<file path="src/rtl/i2c_tgt_pkg.sv">
package i2c_tgt_pkg;

   typedef enum logic [2:0] {
      ST_IDLE,
      ST_RX,
      ST_ACK,
      ST_TX,
      ST_MACK,
      ST_NEXT,
      ST_IGNORE
   } tgt_state_t;

   localparam int LINE_SCL = 0;
   localparam int LINE_SDA = 1;
   localparam int N_LINES  = 2;

endpackage

</file>
<file path="src/rtl/i2c_tgt_sync.sv">
module i2c_tgt_sync #(
   parameter int LINES  = 2,
   parameter int STAGES = 2
) (
   input  logic             clk,
   input  logic             rst_n,
   input  logic [LINES-1:0] raw_i,
   output logic [LINES-1:0] lvl_o,
   output logic [LINES-1:0] rise_o,
   output logic [LINES-1:0] fall_o
);

   if (STAGES < 2) begin : g_bad_stages
      $error("i2c_tgt_sync: STAGES must be at least 2");
   end

   for (genvar g = 0; g < LINES; g++) begin : g_line
      logic [STAGES-1:0] chain_q;
      logic              prev_q;

      always_ff @(posedge clk or negedge rst_n) begin
         if (!rst_n) begin
            chain_q <= '1;
            prev_q  <= 1'b1;
         end else begin
            chain_q <= {chain_q[STAGES-2:0], raw_i[g]};
            prev_q  <= chain_q[STAGES-1];
         end
      end

      assign lvl_o[g]  = chain_q[STAGES-1];
      assign rise_o[g] = chain_q[STAGES-1] & ~prev_q;
      assign fall_o[g] = ~chain_q[STAGES-1] & prev_q;
   end

endmodule

</file>
<file path="src/rtl/i2c_tgt_cond.sv">
module i2c_tgt_cond (
   input  logic scl_lvl,
   input  logic sda_rise,
   input  logic sda_fall,
   output logic start_evt,
   output logic stop_evt
);

   // SDA may only move while SCL is low; any SDA edge with SCL high is a condition.
   assign start_evt = sda_fall & scl_lvl;
   assign stop_evt  = sda_rise & scl_lvl;

endmodule

</file>
<file path="src/rtl/i2c_tgt_fsm.sv">
module i2c_tgt_fsm
   import i2c_tgt_pkg::*;
#(
   parameter int                  BYTE_W   = 8,
   parameter int                  PREFIX_W = 5,
   parameter int                  PIN_W    = 2,
   parameter logic [PREFIX_W-1:0] PREFIX   = 5'b01011,
   parameter int                  IDX_W    = 4
) (
   input  logic              clk,
   input  logic              rst_n,
   input  logic              scl_lvl,
   input  logic              scl_rise,
   input  logic              scl_fall,
   input  logic              sda_lvl,
   input  logic              start_evt,
   input  logic              stop_evt,
   input  logic [PIN_W-1:0]  pins_i,
   input  logic [BYTE_W-1:0] tx_data_i,
   output logic              sda_oe_o,
   output logic              stb_o,
   output logic [IDX_W-1:0]  idx_o,
   output logic [BYTE_W-1:0] data_o,
   output logic              rnw_o
);

   localparam int BCW = $clog2(BYTE_W + 1);

   if (PREFIX_W + PIN_W + 1 != BYTE_W) begin : g_bad_split
      $error("i2c_tgt_fsm: prefix, pin bits and direction bit must fill one byte");
   end
   if (IDX_W < 1) begin : g_bad_idx
      $error("i2c_tgt_fsm: IDX_W must be at least 1");
   end

   tgt_state_t         state_q;
   logic [BCW-1:0]     bit_q;
   logic [BYTE_W-1:0]  sr_q;
   logic [BYTE_W-1:0]  tx_q;
   logic [IDX_W-1:0]   idx_q;
   logic               rnw_q;
   logic               oe_q;
   logic               stb_q;
   logic [IDX_W-1:0]   fidx_q;
   logic [BYTE_W-1:0]  fdat_q;
   logic               frnw_q;

   logic [BYTE_W-1:0]  shift_nxt;
   logic               addr_hit;
   logic [IDX_W-1:0]   idx_inc;

   assign shift_nxt = {sr_q[BYTE_W-2:0], sda_lvl};
   assign addr_hit  = (shift_nxt[BYTE_W-1 -: PREFIX_W] == PREFIX) &&
                      (shift_nxt[PIN_W:1] == pins_i);
   assign idx_inc   = (idx_q == '1) ? idx_q : idx_q + 1'b1;

   always_ff @(posedge clk or negedge rst_n) begin
      if (!rst_n) begin
         state_q <= ST_IDLE;
         bit_q   <= '0;
         sr_q    <= '0;
         tx_q    <= '0;
         idx_q   <= '0;
         rnw_q   <= 1'b0;
         oe_q    <= 1'b0;
         stb_q   <= 1'b0;
         fidx_q  <= '0;
         fdat_q  <= '0;
         frnw_q  <= 1'b0;
      end else begin
         stb_q <= 1'b0;
         if (start_evt) begin
            state_q <= ST_RX;
            bit_q   <= '0;
            idx_q   <= '0;
            rnw_q   <= 1'b0;
            oe_q    <= 1'b0;
         end else if (stop_evt) begin
            state_q <= ST_IDLE;
            bit_q   <= '0;
            oe_q    <= 1'b0;
         end else begin
            case (state_q)
               ST_RX: begin
                  if (scl_rise && (bit_q < BCW'(BYTE_W))) begin
                     sr_q  <= shift_nxt;
                     bit_q <= bit_q + 1'b1;
                     if (bit_q == BCW'(BYTE_W - 1)) begin
                        if (idx_q == '0) begin
                           if (addr_hit) begin
                              rnw_q  <= shift_nxt[0];
                              stb_q  <= 1'b1;
                              fidx_q <= '0;
                              fdat_q <= shift_nxt;
                              frnw_q <= shift_nxt[0];
                           end else begin
                              state_q <= ST_IGNORE;
                           end
                        end else begin
                           stb_q  <= 1'b1;
                           fidx_q <= idx_q;
                           fdat_q <= shift_nxt;
                           frnw_q <= 1'b0;
                        end
                     end
                  end else if (scl_fall && (bit_q == BCW'(BYTE_W))) begin
                     state_q <= ST_ACK;
                     oe_q    <= 1'b1;
                  end
               end
               ST_ACK: begin
                  if (scl_fall) begin
                     bit_q <= '0;
                     idx_q <= idx_inc;
                     if (rnw_q) begin
                        tx_q    <= tx_data_i;
                        oe_q    <= ~tx_data_i[BYTE_W-1];
                        state_q <= ST_TX;
                     end else begin
                        oe_q    <= 1'b0;
                        state_q <= ST_RX;
                     end
                  end
               end
               ST_TX: begin
                  if (scl_rise) begin
                     bit_q <= bit_q + 1'b1;
                  end else if (scl_fall) begin
                     if (bit_q == BCW'(BYTE_W)) begin
                        oe_q    <= 1'b0;
                        state_q <= ST_MACK;
                     end else begin
                        tx_q <= {tx_q[BYTE_W-2:0], 1'b0};
                        oe_q <= ~tx_q[BYTE_W-2];
                     end
                  end
               end
               ST_MACK: begin
                  if (scl_rise) begin
                     state_q <= sda_lvl ? ST_IGNORE : ST_NEXT;
                  end
               end
               ST_NEXT: begin
                  if (scl_fall) begin
                     tx_q    <= tx_data_i;
                     oe_q    <= ~tx_data_i[BYTE_W-1];
                     bit_q   <= '0;
                     idx_q   <= idx_inc;
                     state_q <= ST_TX;
                  end
               end
               default: ;
            endcase
         end
      end
   end

   assign sda_oe_o = oe_q;
   assign stb_o    = stb_q;
   assign idx_o    = fidx_q;
   assign data_o   = fdat_q;
   assign rnw_o    = frnw_q;

   p_oe_rise_scl_low_r4: assert property (@(posedge clk) disable iff (!rst_n)
      $rose(oe_q) |-> !scl_lvl);

   p_strobe_single_r3: assert property (@(posedge clk) disable iff (!rst_n)
      stb_q |=> !stb_q);

   p_ignore_quiet_r6: assert property (@(posedge clk) disable iff (!rst_n)
      (state_q == ST_IGNORE) |-> (!oe_q && !stb_q));

   p_start_restart_r8: assert property (@(posedge clk) disable iff (!rst_n)
      start_evt |=> (state_q == ST_RX && bit_q == '0 && !oe_q));

   p_stop_release_r8: assert property (@(posedge clk) disable iff (!rst_n)
      stop_evt |=> (state_q == ST_IDLE && !oe_q));

   p_addr_prefix_r1: assert property (@(posedge clk) disable iff (!rst_n)
      (stb_q && fidx_q == '0) |-> (fdat_q[BYTE_W-1 -: PREFIX_W] == PREFIX));

endmodule

</file>
<file path="src/rtl/i2c_tgt_engine.sv">
module i2c_tgt_engine
   import i2c_tgt_pkg::*;
#(
   parameter int                  SYNC_STAGES = 2,
   parameter int                  BYTE_W      = 8,
   parameter int                  PREFIX_W    = 5,
   parameter int                  PIN_W       = 2,
   parameter logic [PREFIX_W-1:0] PREFIX      = 5'b01011,
   parameter int                  IDX_W       = 4
) (
   input  logic              clk,
   input  logic              rst_n,
   input  logic              scl_i,
   input  logic              sda_i,
   input  logic [PIN_W-1:0]  addr_sel_i,
   input  logic [BYTE_W-1:0] tx_data_i,
   output logic              sda_oe_o,
   output logic              frame_stb_o,
   output logic [IDX_W-1:0]  frame_idx_o,
   output logic [BYTE_W-1:0] frame_data_o,
   output logic              frame_rnw_o
);

   logic [N_LINES-1:0] raw;
   logic [N_LINES-1:0] lvl;
   logic [N_LINES-1:0] rise;
   logic [N_LINES-1:0] fall;
   logic               start_evt;
   logic               stop_evt;

   assign raw[LINE_SCL] = scl_i;
   assign raw[LINE_SDA] = sda_i;

   i2c_tgt_sync #(
      .LINES  (N_LINES),
      .STAGES (SYNC_STAGES)
   ) u_sync (
      .clk    (clk),
      .rst_n  (rst_n),
      .raw_i  (raw),
      .lvl_o  (lvl),
      .rise_o (rise),
      .fall_o (fall)
   );

   i2c_tgt_cond u_cond (
      .scl_lvl   (lvl[LINE_SCL]),
      .sda_rise  (rise[LINE_SDA]),
      .sda_fall  (fall[LINE_SDA]),
      .start_evt (start_evt),
      .stop_evt  (stop_evt)
   );

   i2c_tgt_fsm #(
      .BYTE_W   (BYTE_W),
      .PREFIX_W (PREFIX_W),
      .PIN_W    (PIN_W),
      .PREFIX   (PREFIX),
      .IDX_W    (IDX_W)
   ) u_fsm (
      .clk       (clk),
      .rst_n     (rst_n),
      .scl_lvl   (lvl[LINE_SCL]),
      .scl_rise  (rise[LINE_SCL]),
      .scl_fall  (fall[LINE_SCL]),
      .sda_lvl   (lvl[LINE_SDA]),
      .start_evt (start_evt),
      .stop_evt  (stop_evt),
      .pins_i    (addr_sel_i),
      .tx_data_i (tx_data_i),
      .sda_oe_o  (sda_oe_o),
      .stb_o     (frame_stb_o),
      .idx_o     (frame_idx_o),
      .data_o    (frame_data_o),
      .rnw_o     (frame_rnw_o)
   );

endmodule

</file>
<file path="config.mk">
export PLATFORM = sky130hd
export DESIGN_NAME = i2c_tgt_engine
export DESIGN_NICKNAME = d
export VERILOG_FILES = /design/src/rtl/i2c_tgt_pkg.sv /design/src/rtl/i2c_tgt_sync.sv /design/src/rtl/i2c_tgt_cond.sv /design/src/rtl/i2c_tgt_fsm.sv /design/src/rtl/i2c_tgt_engine.sv
export SDC_FILE = /design/constraint.sdc
export NUM_CORES = 1
export LEC_CHECK = 0
export ABC_AREA = 1
export ABC_CLOCK_PERIOD_IN_PS = 1900
export BUFFER_PORTS_ARGS = -buffer_cell sky130_fd_sc_hd__clkbuf_2
export CORE_ASPECT_RATIO = 0.6
export CORE_MARGIN = 5
export CORE_UTILIZATION = 58
export DETAILED_ROUTE_END_ITERATION = 8
export GPL_TIMING_DRIVEN = 0
export PLACE_DENSITY = 0.9
export SLEW_MARGIN = 40
export SYNTH_ARGS = -nofsm -noshare
export SYNTH_HDL_FRONTEND = slang
export SYNTH_SLANG_ARGS = --single-unit
</file>
<file path="constraint.sdc">
create_clock -name clk -period 1.9 [get_ports clk]
set_input_delay 0.095 -clock clk [delete_from_list [all_inputs] [get_ports clk]]
set_output_delay 0.095 -clock clk [all_outputs]
set_load 0.005 [all_outputs]
</file>
# Word-level counts from Yosys, hierarchy flattened
# Index checks and enable logic that the tools add are counted.
totals:
  in_bits: 14
  out_inout_bits: 15
  reg_bits: 47
op_classes:
  n_eq_ne: 34
  bitwise_logic: 14
  reduce_logical: 24
  add_sub_neg: 2
  n_lt_le_gt_ge: 1
  mux: 64
op_table:
  columns: ["cell", "n"]
  rows:
  - ["2-to-1 mux 4 bit", 12]
  - ["2-to-1 mux 7 bit", 6]
  - ["2-to-1 mux 3 bit", 13]
  - ["inequality test 4 x 3 -> 1 bit, second input constant", 8]
  - ["2-to-1 mux 1 bit", 25]
  - ["one-hot mux 7 bit (3 select lines)", 1]
  - ["2-to-1 mux 8 bit", 2]
  - ["inequality test 5 bit, second input constant", 3]
  - ["one-hot mux 3 bit (5 select lines)", 1]
  - ["nonzero test 2 bit", 7]
  - ["one-hot mux 4 bit (3 select lines)", 1]
  - ["AND reduction 4 bit", 3]
  - ["AND reduction 6 bit", 2]
  - ["AND reduction 11 bit", 1]
  - ["inequality test 2 x 1 -> 1 bit, second input constant", 5]
  - ["AND reduction 9 bit", 1]
  - ["adder 4 x 1 -> 4 bit, second input constant", 2]
  - ["== test 4 bit, second input constant", 2]
  - ["inequality test 2 bit, second input constant", 4]
  - ["inequality test 4 bit, second input constant", 2]
  - ["NOT 1 bit", 8]
  - ["AND reduction 7 bit", 1]
  - ["nonzero test 7 bit", 1]
  - ["AND 1 bit", 6]
  - ["other kinds (17)", 22]

# Longest topological paths before layout
# Gate-level depths: netlist of the first run.
depth:
  depth_word: 9
  ltp_mapped: 11

# By module
# From an unflattened synthesis of the first run, not the netlist that was laid out.
hier_totals:
  hier_cells: 324
  area_unflattened_um2: 2601.2
by_module_without_submodules:
  columns: ["module", "n_inst", "cells_per_inst", "seq_area_each_um2", "area_per_inst_um2"]
  rows:
  - ["i2c_tgt_fsm", 1, 304, 1026.0, 2383.5]
  - ["i2c_tgt_sync", 1, 16, 157.7, 202.7]
  - ["i2c_tgt_cond", 1, 4, 0.0, 15.0]

# Worst setup path after synthesis of the first run
# OpenSTA, ideal clock, no wires.
synth_path:
  path_type: "register -> register"
  startpoint: "reg u_sync.g_line[1].chain_q[1]"
  endpoint: "reg u_fsm.fidx_q[3], in the netlist u_fsm.idx_o[3]"
  setup_slack_ns: 0.284
  setup_time_ns: 0.123
  period_less_slack_ns: 1.616
  stages_incl_launch_ff: 12
  required_time_ns: 1.777
  t_arrival_ns: 1.493
  path_cell_list: "dfstp_2 buf_2 nand2_1 nor2_1 nor2_4 nand2_2 inv_4 nand2_4 nor2_4 buf_6 nand2_1 nand2_1"
synth_between:
  elab_chain_len: 5
synth_rtl:
  columns: ["element", "line_no", "source"]
  rows:
  - ["from (decl)", "i2c_tgt_sync.sv:18", "logic [STAGES-1:0] chain_q;"]
  - ["from (signal assigned)", "i2c_tgt_sync.sv:26", "chain_q <= {chain_q[STAGES-2:0], raw_i[g]};"]
  - ["NOT 1 bit", "i2c_tgt_sync.sv:33", "assign fall_o[g] = ~chain_q[STAGES-1] & prev_q;"]
  - ["AND 1 bit", "i2c_tgt_sync.sv:33", null]
  - ["AND 1 bit", "i2c_tgt_cond.sv:10", "assign start_evt = sda_fall & scl_lvl;"]
  - ["NOT 1 bit (no line)", null, null]
  - ["AND reduction 6 bit (no line) *", null, null]
  - ["to (signal assigned)", "i2c_tgt_fsm.sv:101", "fidx_q <= idx_q;"]
  - ["to (decl)", "i2c_tgt_fsm.sv:44", "logic [IDX_W-1:0] fidx_q;"]
# Every way passes the cells marked *; elsewhere a longest branch is shown, timed or not.
# A chain may end at the register's enable or synchronous reset.

# Worst setup path after layout of the first run
layout_path:
  startpoint: "reg u_sync.g_line[1].chain_q[1]"
  endpoint: "reg u_fsm.fdat_q[3], in the netlist u_fsm.data_o[3]"
layout_between:
  elab_chain_len: 5
layout_rtl:
  columns: ["element", "line_no", "source"]
  rows:
  - ["NOT 1 bit", "i2c_tgt_sync.sv:33", null]
  - ["AND 1 bit", "i2c_tgt_sync.sv:33", null]
  - ["AND 1 bit", "i2c_tgt_cond.sv:10", null]
  - ["NOT 1 bit (no line)", null, null]
  - ["AND reduction 6 bit (no line) *", null, null]
  - ["to (signal assigned)", "i2c_tgt_fsm.sv:94", "fdat_q <= shift_nxt;"]
  - ["to (signal assigned)", "i2c_tgt_fsm.sv:102", "fdat_q <= shift_nxt;"]
  - ["to (decl)", "i2c_tgt_fsm.sv:45", "logic [BYTE_W-1:0] fdat_q;"]
# Marked as above.

==> run metrics, run 1 <==
max_cap viols=0; post-synthesis cell type with the largest combined area=dfrtp_1; Yosys top cell area share=41.86%; post-detailed-route via-to-cell ratio=5.393; CTS tree=yes; Fmax=566.0 MHz; Core Box Area=4099 µm²; drc violations=0; Clock Sinks=47; Final Critical Period=1767 ps; Area contributors post-synth=dfrtp_1 42%, nand2_1 16%, o21ai_0 6.7%; largest net degree at the start of global routing=48; clk_lat worst skew=290 ps; total CTS buffers=5; full die area=5669 µm²; Least-Margin Pin Slew=612.1 ps; crit path DAT=1950 ps; vias in the first global route=1998; Slew Limit Fails=0; initial DRC count=184; Ant. Diodes=0; Syn-to-layout area delta=16.44%; Distinct cells, synth=30; clock slew at reported path FFs=80 ps; Synth Register Bits=47; Via Count=2211; clk root buf=clkbuf_8; Syn Area/Cell=7.881 µm²; dpl hpwl=3.911 mm; Initial Utilization=59.80%; Final Hold Viols=0; met3 GRT Util=4.089%; critical path required time=2080 ps; placed cells=399; gpl congestion=0.9077; Lkg Pwr=1.547 nW; met1 Usage GRT=31.79%; Die Y=60.36 µm; Multi-input gate area=1144 µm²; initial antenna violation count=0; remaining antenna violation count=0; drt wl/cell=12.97 µm; type of origin of the critical path=register; Setup crit end kind=register; non-filler cells, final=410; Hold Worst Slack=33.88 ps; Filler cells=307; CP Max Fanout=10; cell area after synthesis=2451 µm²; met2 Use GR=31.89%; I/O Pins=29; layout cell share with drive strength beyond 1=20.29%; 1st-pass router iterations=5; maximum VDD drop=767.3 µV; Syn Nets=329; Worst Hold Launch=tx_data_i[0]; critical path class=reg -> reg; PortBufs=28; Hold WC Path Type=in -> reg; fin area=2854 µm²; nets=367; launching point of the worst reg2reg path=u_sync.g_line[1].chain_q[1]$_DFF_PN1_; Setup TNS=0 ps; grt total ovfl=0; fin crit share=92.99%; worst setup path start=u_sync.g_line[1].chain_q[1]$_DFF_PN1_; Clock H-tree levels=2; synth warn=0; clock skew=4.102 ps; PD cells=1220 nW/µm²; outcome=finished clean; worst rel slew slack=59.19%; placed cell areas=2669 µm²; setup bufs post-CTS=0; # setup viols final=0; Die Wd=93.93 µm; sequential area share after synthesis=48.29%; Most Crowded Layer GR=met2; first-pass GRT wire length=9.370 mm; register area=1184 µm²; Routed WL=5.318 mm; Post-Syn Instances=311; gr usage total=20.92%; row cnt=18; Longest Clk Path Bufs=2
[synthesized netlist by cell type]
master and number:
a21oi_1 7, nand2_1 107, o21bai_1 3, dfrtp_1 41, dfstp_2 6, o21ai_0 33
nand2_2 1, clkbuf_1 1, nor4_1 1, nand2_4 2, nor3_1 2, nor2_2 3
buf_6 1, buf_2 2, nor3_4 1, nand3b_1 1, o21ai_1 2, nor2_4 5
nor3b_1 1, nand3_1 29, ha_1 4, nand3_2 4, o22ai_1 2, inv_2 3
nor2_1 16, xor2_1 1, inv_4 1, inv_1 29, buf_4 1, nand4_1 1
[metal layers]
layer,vias up,wire (µm)
met5,-,0
met4,0,31
met3,5,344
met2,85,2381
met1,1043,2561
li1,1078,-
[area by class of cell]
cell class	count	area share [%]
buffer	5	1.228
clock buffer	6	2.893
clock inverter	2	1.228
inverter	33	4.428
multi-input combinational	226	40.07
sequential	47	41.47
tap	60	2.630
timing repair buffer	31	6.050
[per-stage QoR]
stage / setup slack, ps / total power [mW] / util [%]
after floorplan: 284.1 / 2.341 / -
after CTS: 27.92 / 3.423 / 68.83
after global routing: -8.141 / 3.790 / 69.63
after global placement: 49.74 / 2.611 / 65.05
final: 133.3 / 3.483 / 69.63
after detailed placement: 11.97 / 2.671 / 65.11
[sequential cells by signal (all words and copies together), names as in the netlist, 2 cells and up]
register	flops
u_sync.g_line.chain_q	4
u_fsm.idx_o	4
u_fsm.bit_q	4
u_sync.g_line.prev_q	2
u_fsm.sr_q	7
u_fsm.idx_q	4
u_fsm.tx_q	7
u_fsm.state_q	3
u_fsm.data_o	8
[path summary, 6_finish.rpt]
path	endpoint	slack, ps	depth (start not counted)
max in group asynchronous	u_fsm.tx_q[3]$_DFFE_PN0P_	1110	2
min	u_fsm.tx_q[0]$_DFFE_PN0P_	30	3
min in group asynchronous	u_fsm.data_o[2]$_DFFE_PN0P_	370	2
max reg2reg	u_fsm.data_o[3]$_DFFE_PN0P_	130	9
min reg2reg	u_sync.g_line[0].chain_q[1]$_DFF_PN1_	360	0
max	u_fsm.data_o[3]$_DFFE_PN0P_	130	9
[repair_timing]
item	in CTS	in global routing
resized for setup	1	10
pin swaps	0	2
hold buffers	3	0
endpoints found under the setup margin	6	17
endpoints found under the hold margin	43	0
[placed cells by master, fill, tap and decap left out, types with 2 or more instances in the layout]
| cell | count |
|---|---|
| dlygate4sd3_1 | 3 |
| nand3_2 | 4 |
| dfstp_2 | 6 |
| o21bai_1 | 3 |
| buf_4 | 2 |
| o21ai_1 | 3 |
| dfrtp_1 | 41 |
| nand2_1 | 106 |
| nor2_2 | 2 |
| nor2_4 | 7 |
| o21ai_0 | 32 |
| clkbuf_2 | 27 |
| o22ai_1 | 2 |
| a21oi_1 | 6 |
| nand2_4 | 2 |
| nand3_1 | 29 |
| ha_1 | 4 |
| inv_2 | 3 |
| clkbuf_8 | 6 |
| nor2_1 | 15 |
| nand2_2 | 2 |
| inv_1 | 29 |
[where the power goes]
part           internal, mW  switching, mW
Clock                 0.426          0.318
Combinational         0.454          0.890
Sequential             1.21          0.181
Total                  2.09           1.39
[worst max-delay path, cell delays in order (launching register included)]
cell     delay (ps)
dfstp_2         540
buf_4           160
nor2_4           70
nor2_4          180
nand2_2         100
inv_4           100
nand2_4          90
buf_4           180
o21ai_0         150
nand2_1          80
[cells by family (layout without fill, tap and decap cells)]
logic type / after synthesis / in the layout / synth area share (%)
xor+xnor: 1 / 1 / 0.3574
fa+ha+maj: 4 / 4 / 2.042
buf+inv: 38 / 77 / 6.483
simple gates: 174 / 174 / 32.82
flops: 47 / 47 / 48.29
compound gates: 47 / 47 / 10.00
No activity file was read; power rests on OpenSTA's default activity.
==> run 2, diff against run 1 <==
--- a/config.mk
+++ b/config.mk
@@ -12,7 +12,6 @@
 export CORE_MARGIN = 5
 export CORE_UTILIZATION = 58
 export DETAILED_ROUTE_END_ITERATION = 8
-export GPL_TIMING_DRIVEN = 0
 export PLACE_DENSITY = 0.9
 export SLEW_MARGIN = 40
 export SYNTH_ARGS = -nofsm -noshare
==> run 2 against run 1 <==
Against the previous run:
- via count rose by 1.7%
- sequential share of layout area fell by 0.11 points
- non-clock buffer count up 5
- global-route usage decreased by 0.67 points
- combinational power hardly changed
- routed wire length is 7.1% higher
- clock skew is 4.6 ps higher
- largest cell class unchanged
- largest power group unchanged
==> run metrics, run 2 (synthesis results as in run 1) <==
max reg flops=8 (unchanged); worst setup path start=u_sync.g_line[0].chain_q[1]$_DFF_PN1_ (was u_sync.g_line[1].chain_q[1]$_DFF_PN1_); 1st-pass router iterations=5 (unchanged); dpl hpwl=3.951 mm (was 3.911 mm); Slew Limit Fails=0 (unchanged); I/O Pins=29 (unchanged); Clock H-tree levels=2 (unchanged); fin crit share=96.73% (was 92.99%); most frequent cells in the layout=107 x nand2_1, 41 x dfrtp_1, 33 x o21ai_0, 29 x nand3_1, 28 x inv_1 (was 106 x nand2_1, 41 x dfrtp_1, 32 x o21ai_0, 29 x inv_1, 29 x nand3_1); nets=372 (was 367); initial DRC count=258 (was 184); remaining antenna violation count=0 (unchanged); drc violations=0 (unchanged); Lkg Pwr=1.560 nW (was 1.547 nW); clock skew=8.742 ps (was 4.102 ps); Hold WC Path Type=in -> reg (unchanged); Core Box Area=4099 µm² (unchanged); Longest Clk Path Bufs=2 (unchanged); Via Count=2249 (was 2211); RSZ-0062 raised after global routing=yes; vias in the first global route=1971 (was 1998); Clock Sinks=47 (unchanged); Hold Worst Slack=40.12 ps (was 33.88 ps); Die Wd=93.93 µm (unchanged); type of origin of the critical path=register (unchanged); full die area=5669 µm² (unchanged); Fmax=544.1 MHz (was 566.0 MHz); clock slew at reported path FFs=80 ps (about the same); Ant. Diodes=0 (unchanged); clk_lat worst skew=310 ps (was 290 ps); Final Critical Period=1838 ps (was 1767 ps); gpl congestion=0.9896 (was 0.9077); grt total ovfl=0 (unchanged); clk root buf=clkbuf_8 (unchanged); Syn-to-layout area delta=16.74% (was 16.44%); launching point of the worst reg2reg path=u_sync.g_line[0].chain_q[1]$_DFF_PN1_ (was u_sync.g_line[1].chain_q[1]$_DFF_PN1_); Setup TNS=0 ps (unchanged); maximum VDD drop=687.1 µV (was 767.3 µV); post-detailed-route via-to-cell ratio=5.419 (was 5.393); Routed WL=5.697 mm (was 5.318 mm); Least-Margin Pin Slew=672.9 ps (was 612.1 ps); Die Y=60.36 µm (unchanged); critical path class=reg -> reg (unchanged); worst rel slew slack=55.14% (was 59.19%); CP Max Fanout=15 (was 10); initial antenna violation count=0 (unchanged); Filler cells=305 (was 307); most common cell after layout, fill and taps aside=nand2_1 (unchanged); CTS tree=yes (unchanged); total CTS buffers=5 (unchanged); crit path DAT=2080 ps (was 1950 ps); critical path required time=2140 ps (was 2080 ps); Final Hold Viols=0 (unchanged); gr usage total=20.25% (was 20.92%); PD cells=1217 nW/µm² (was 1220 nW/µm²); outcome=finished clean (unchanged); drt wl/cell=13.73 µm (was 12.97 µm); layout cell share with drive strength beyond 1=20.85% (was 20.29%); row cnt=18 (unchanged); # setup viols final=0 (unchanged); Initial Utilization=59.80% (unchanged); max_cap viols=0 (unchanged); Final Core Density=69.81% (was 69.63%); largest net degree at the start of global routing=32 (was 48); Setup crit end kind=register (unchanged); Worst Hold Launch=tx_data_i[0] (unchanged); PortBufs=28 (unchanged); first-pass GRT wire length=8.970 mm (was 9.370 mm)
==> run 2: worst max-delay path, stage by stage (launching register included) <==
cell and delay (ps):
dfstp_2 640, nand3_2 160, nor2_4 140, nand2_2 80, inv_4 100, nand2_4 130
nor2_4 230, buf_4 180, nand2_1 50, nand2_1 60
==> run 2: timing repair <==
item / in CTS / in global routing
resized for setup: 0 / 4
endpoints found under the hold margin: 25 / 0
hold buffers: 3 / 0
setup endpoints to repair: 0 / 17
setup buffers: 0 / 5
==> run 2: power by group <==
part | leakage, nW | internal [mW] | total (mW) | switching (mW)
sequential | 0.608 | 1.21 | 1.39 | 0.176
combinational | 0.900 | 0.452 | 1.35 | 0.903
clock | 0.0514 | 0.393 | 0.736 | 0.344
==> run 2: area by class of cell <==
type | count | area (µm²) | share of cell area (%)
clock buffer | 6 | 72.57 | 2.536
clock inverter | 2 | 37.54 | 1.312
inverter | 33 | 126.4 | 4.416
multi-input combinational | 226 | 1121 | 39.18
sequential | 47 | 1184 | 41.36
tap | 60 | 75.07 | 2.624
timing repair buffer | 41 | 245.2 | 8.570
==> run 2: worst paths after layout <==
check	endpoint	slack, ps	cells past startpoint
max	u_fsm.data_o[3]$_DFFE_PN0P_	60	9
min	u_fsm.tx_q[0]$_DFFE_PN0P_	40	3
max reg2reg	u_fsm.data_o[3]$_DFFE_PN0P_	60	9
min reg2reg	u_sync.g_line[1].chain_q[1]$_DFF_PN1_	360	0
max in group asynchronous	u_fsm.rnw_q$_DFFE_PN0P_	910	3
min in group asynchronous	u_fsm.data_o[3]$_DFFE_PN0P_	370	2
==> run 2: through the flow <==
stage	std cells	instance area (µm²)	total power, mW	worst slack, ps
3_5_place_dp	399	2671	2.688	51.12
4_1_cts	410	2811	3.430	20.65
2_1_floorplan	311	2451	2.341	284.1
6_report	415	2861	3.482	62.19
5_1_grt	415	2861	3.710	-35.66
3_3_place_gp	399	2671	2.628	106.5
==> run 2: per-layer routing <==
metal	vias to the layer above	track usage, %	wire, µm
met4	0	7.202	119
met1	1023	29.12	2601
li1	1083	-	-
met3	22	3.717	463
met2	121	31.38	2512
met5	-	0	0
==> run 3, diff against run 2 <==
--- a/config.mk
+++ b/config.mk
@@ -11,6 +11,7 @@
 export CORE_ASPECT_RATIO = 0.6
 export CORE_MARGIN = 5
 export CORE_UTILIZATION = 58
+export CTS_BUF_LIST = sky130_fd_sc_hd__clkbuf_4 sky130_fd_sc_hd__clkbuf_8 sky130_fd_sc_hd__clkbuf_16
 export DETAILED_ROUTE_END_ITERATION = 8
 export PLACE_DENSITY = 0.9
 export SLEW_MARGIN = 40
==> run 3 against run 2 <==
Against the previous run:
- sequential power about the same
- utilization up 0.092 points
- total power up 0.32%
- critical path depth unchanged
- routed wire length about the same
- flip-flop and latch count unchanged
- global-route usage about the same
- first-iteration DRC count up 13%
- largest cell class unchanged
- largest power group unchanged
- highest routed layer unchanged
==> run metrics, run 3 (synthesis results as in run 1) <==
Filler cells=303 (was 305); Die Y=60.36 µm (unchanged); outcome=finished clean (unchanged); gpl congestion=0.9896 (unchanged); clk_lat worst skew=310 ps (about the same); total CTS buffers=5 (unchanged); 1st-pass router iterations=5 (unchanged); crit-path cells=nand3_2 > nor2_4 > nand2_2 > inv_4 > nand2_4 > nor2_4 > buf_4 > nand2_1 > nand2_1 (unchanged); critical path required time=2140 ps (about the same); Fmax=544.7 MHz (was 544.1 MHz); CP Max Fanout=15 (unchanged); drt wl/cell=13.73 µm (about the same); gr usage total=20.28% (was 20.25%); Setup TNS=0 ps (unchanged); Core Box Area=4099 µm² (unchanged); drc violations=0 (unchanged); Slowest Stage Delay on Critical Path=640 ps (about the same); post-detailed-route via-to-cell ratio=5.388 (was 5.419); layout cell share with drive strength beyond 1=21.13% (was 20.85%); most frequent cells in the layout=107 x nand2_1, 41 x dfrtp_1, 33 x o21ai_0, 29 x nand3_1, 28 x inv_1 (unchanged); CTS tree=yes (unchanged); Slew Limit Fails=0 (unchanged); Clock H-tree levels=2 (unchanged); Lkg Pwr=1.563 nW (was 1.560 nW); Hold WC Path Type=in -> reg (unchanged); largest net degree at the start of global routing=32 (unchanged); maximum VDD drop=686.0 µV (was 687.1 µV); critical path class=reg -> reg (unchanged); max reg flops=8 (unchanged); first-pass GRT wire length=8.983 mm (was 8.970 mm); placed cell areas=2671 µm² (unchanged); Final Critical Period=1836 ps (was 1838 ps); grt total ovfl=0 (unchanged); Worst path slowest cell=dfstp_2 (unchanged); fin area=2865 µm² (was 2861 µm²); worst rel slew slack=54.86% (was 55.14%); clk root buf=clkbuf_8 (unchanged); fin crit share=96.62% (was 96.73%); Least-Margin Pin Slew=677.1 ps (was 672.9 ps); RSZ-0062 raised after global routing=yes (unchanged); max_cap viols=0 (unchanged); Multi-input gate area=1121 µm² (unchanged); full die area=5669 µm² (unchanged); register area=1184 µm² (unchanged); clock slew at reported path FFs=80 ps (about the same); I/O Pins=29 (unchanged); vias in the first global route=1969 (was 1971); crit path DAT=2080 ps (about the same); nets=372 (unchanged); PortBufs=28 (unchanged); clock skew=7.513 ps (was 8.742 ps); Hold Worst Slack=39.68 ps (was 40.12 ps); Via Count=2236 (was 2249); Hold Path Cell Cnt=3 (unchanged); Initial Utilization=59.80% (unchanged); Ant. Diodes=0 (unchanged); remaining antenna violation count=0 (unchanged); row cnt=18 (unchanged); R2R depth=9 (unchanged); type of origin of the critical path=register (unchanged); most common cell after layout, fill and taps aside=nand2_1 (unchanged); # setup viols final=0 (unchanged); Syn-to-layout area delta=16.90% (was 16.74%); Longest Clk Path Bufs=2 (unchanged); PD cells=1219 nW/µm² (was 1217 nW/µm²); Clock Sinks=47 (unchanged); Routed WL=5.699 mm (was 5.697 mm); Setup crit end kind=register (unchanged); Final Core Density=69.90% (was 69.81%); initial DRC count=291 (was 258); Die Wd=93.93 µm (unchanged); initial antenna violation count=0 (unchanged); dpl hpwl=3.951 mm (unchanged); Final Hold Viols=0 (unchanged)
## run 3: cell counts in the layout (fill, tap and decap cells not counted)
No cell type changed its count.
## run 3: critical path: cells and delay by family (launching register included)
family        cells  cell delay [ps]
flops             1              640
simple gates      7              850
buf+inv           2              280
## run 3: path summary, 6_finish.rpt
check,endpoint,slack (ps),startpoint
max reg2reg,u_fsm.data_o[3]$_DFFE_PN0P_,60,u_sync.g_line[0].chain_q[1]$_DFF_PN1_
max in group asynchronous,u_fsm.rnw_q$_DFFE_PN0P_,910,rst_n
max,u_fsm.data_o[3]$_DFFE_PN0P_,60,u_sync.g_line[0].chain_q[1]$_DFF_PN1_
min,u_fsm.tx_q[0]$_DFFE_PN0P_,40,tx_data_i[0]
min reg2reg,u_sync.g_line[1].chain_q[1]$_DFF_PN1_,360,u_sync.g_line[1].chain_q[0]$_DFF_PN1_
min in group asynchronous,u_fsm.data_o[3]$_DFFE_PN0P_,370,rst_n
## run 3: area by class of cell
type                       count  area share [%]
multi-input combinational    226           39.13
clock inverter                 2           1.310
clock buffer                   6           2.664
sequential                    47           41.31
inverter                      33           4.410
timing repair buffer          41           8.559
tap                           60           2.620
## run 3: layer usage
| metal | vias up | wire length [µm] | GRT usage (%) |
|---|---|---|---|
| li1 | 1081 | - | - |
| met1 | 1030 | 2657 | 29.28 |
| met2 | 105 | 2495 | 31.28 |
| met3 | 20 | 437 | 3.717 |
| met4 | 0 | 108 | 7.202 |
| met5 | - | 0 | 0 |
## run 3: through the flow
stage / cells / power [mW] / setup WS, ps
floorplan: 311 / 2.341 / 284.1
global placement: 399 / 2.628 / 106.5
detailed placement: 399 / 2.688 / 51.12
CTS: 410 / 3.444 / 20.65
global route: 415 / 3.725 / -38.04
finish: 415 / 3.493 / 64.24
## run 3: repair_timing
item / in CTS / in global routing
hold buffers: 3 / 0
endpoints found under the hold margin: 25 / 0
resized for setup: 0 / 4
buffers inserted: 0 / 5
endpoints found under the setup margin: 0 / 16
## run 3: report_power, final
group / switching (mW) / internal [mW] / leakage (nW)
combinational: 0.900 / 0.452 / 0.900
sequential: 0.179 / 1.21 / 0.608
clock: 0.342 / 0.407 / 0.0548
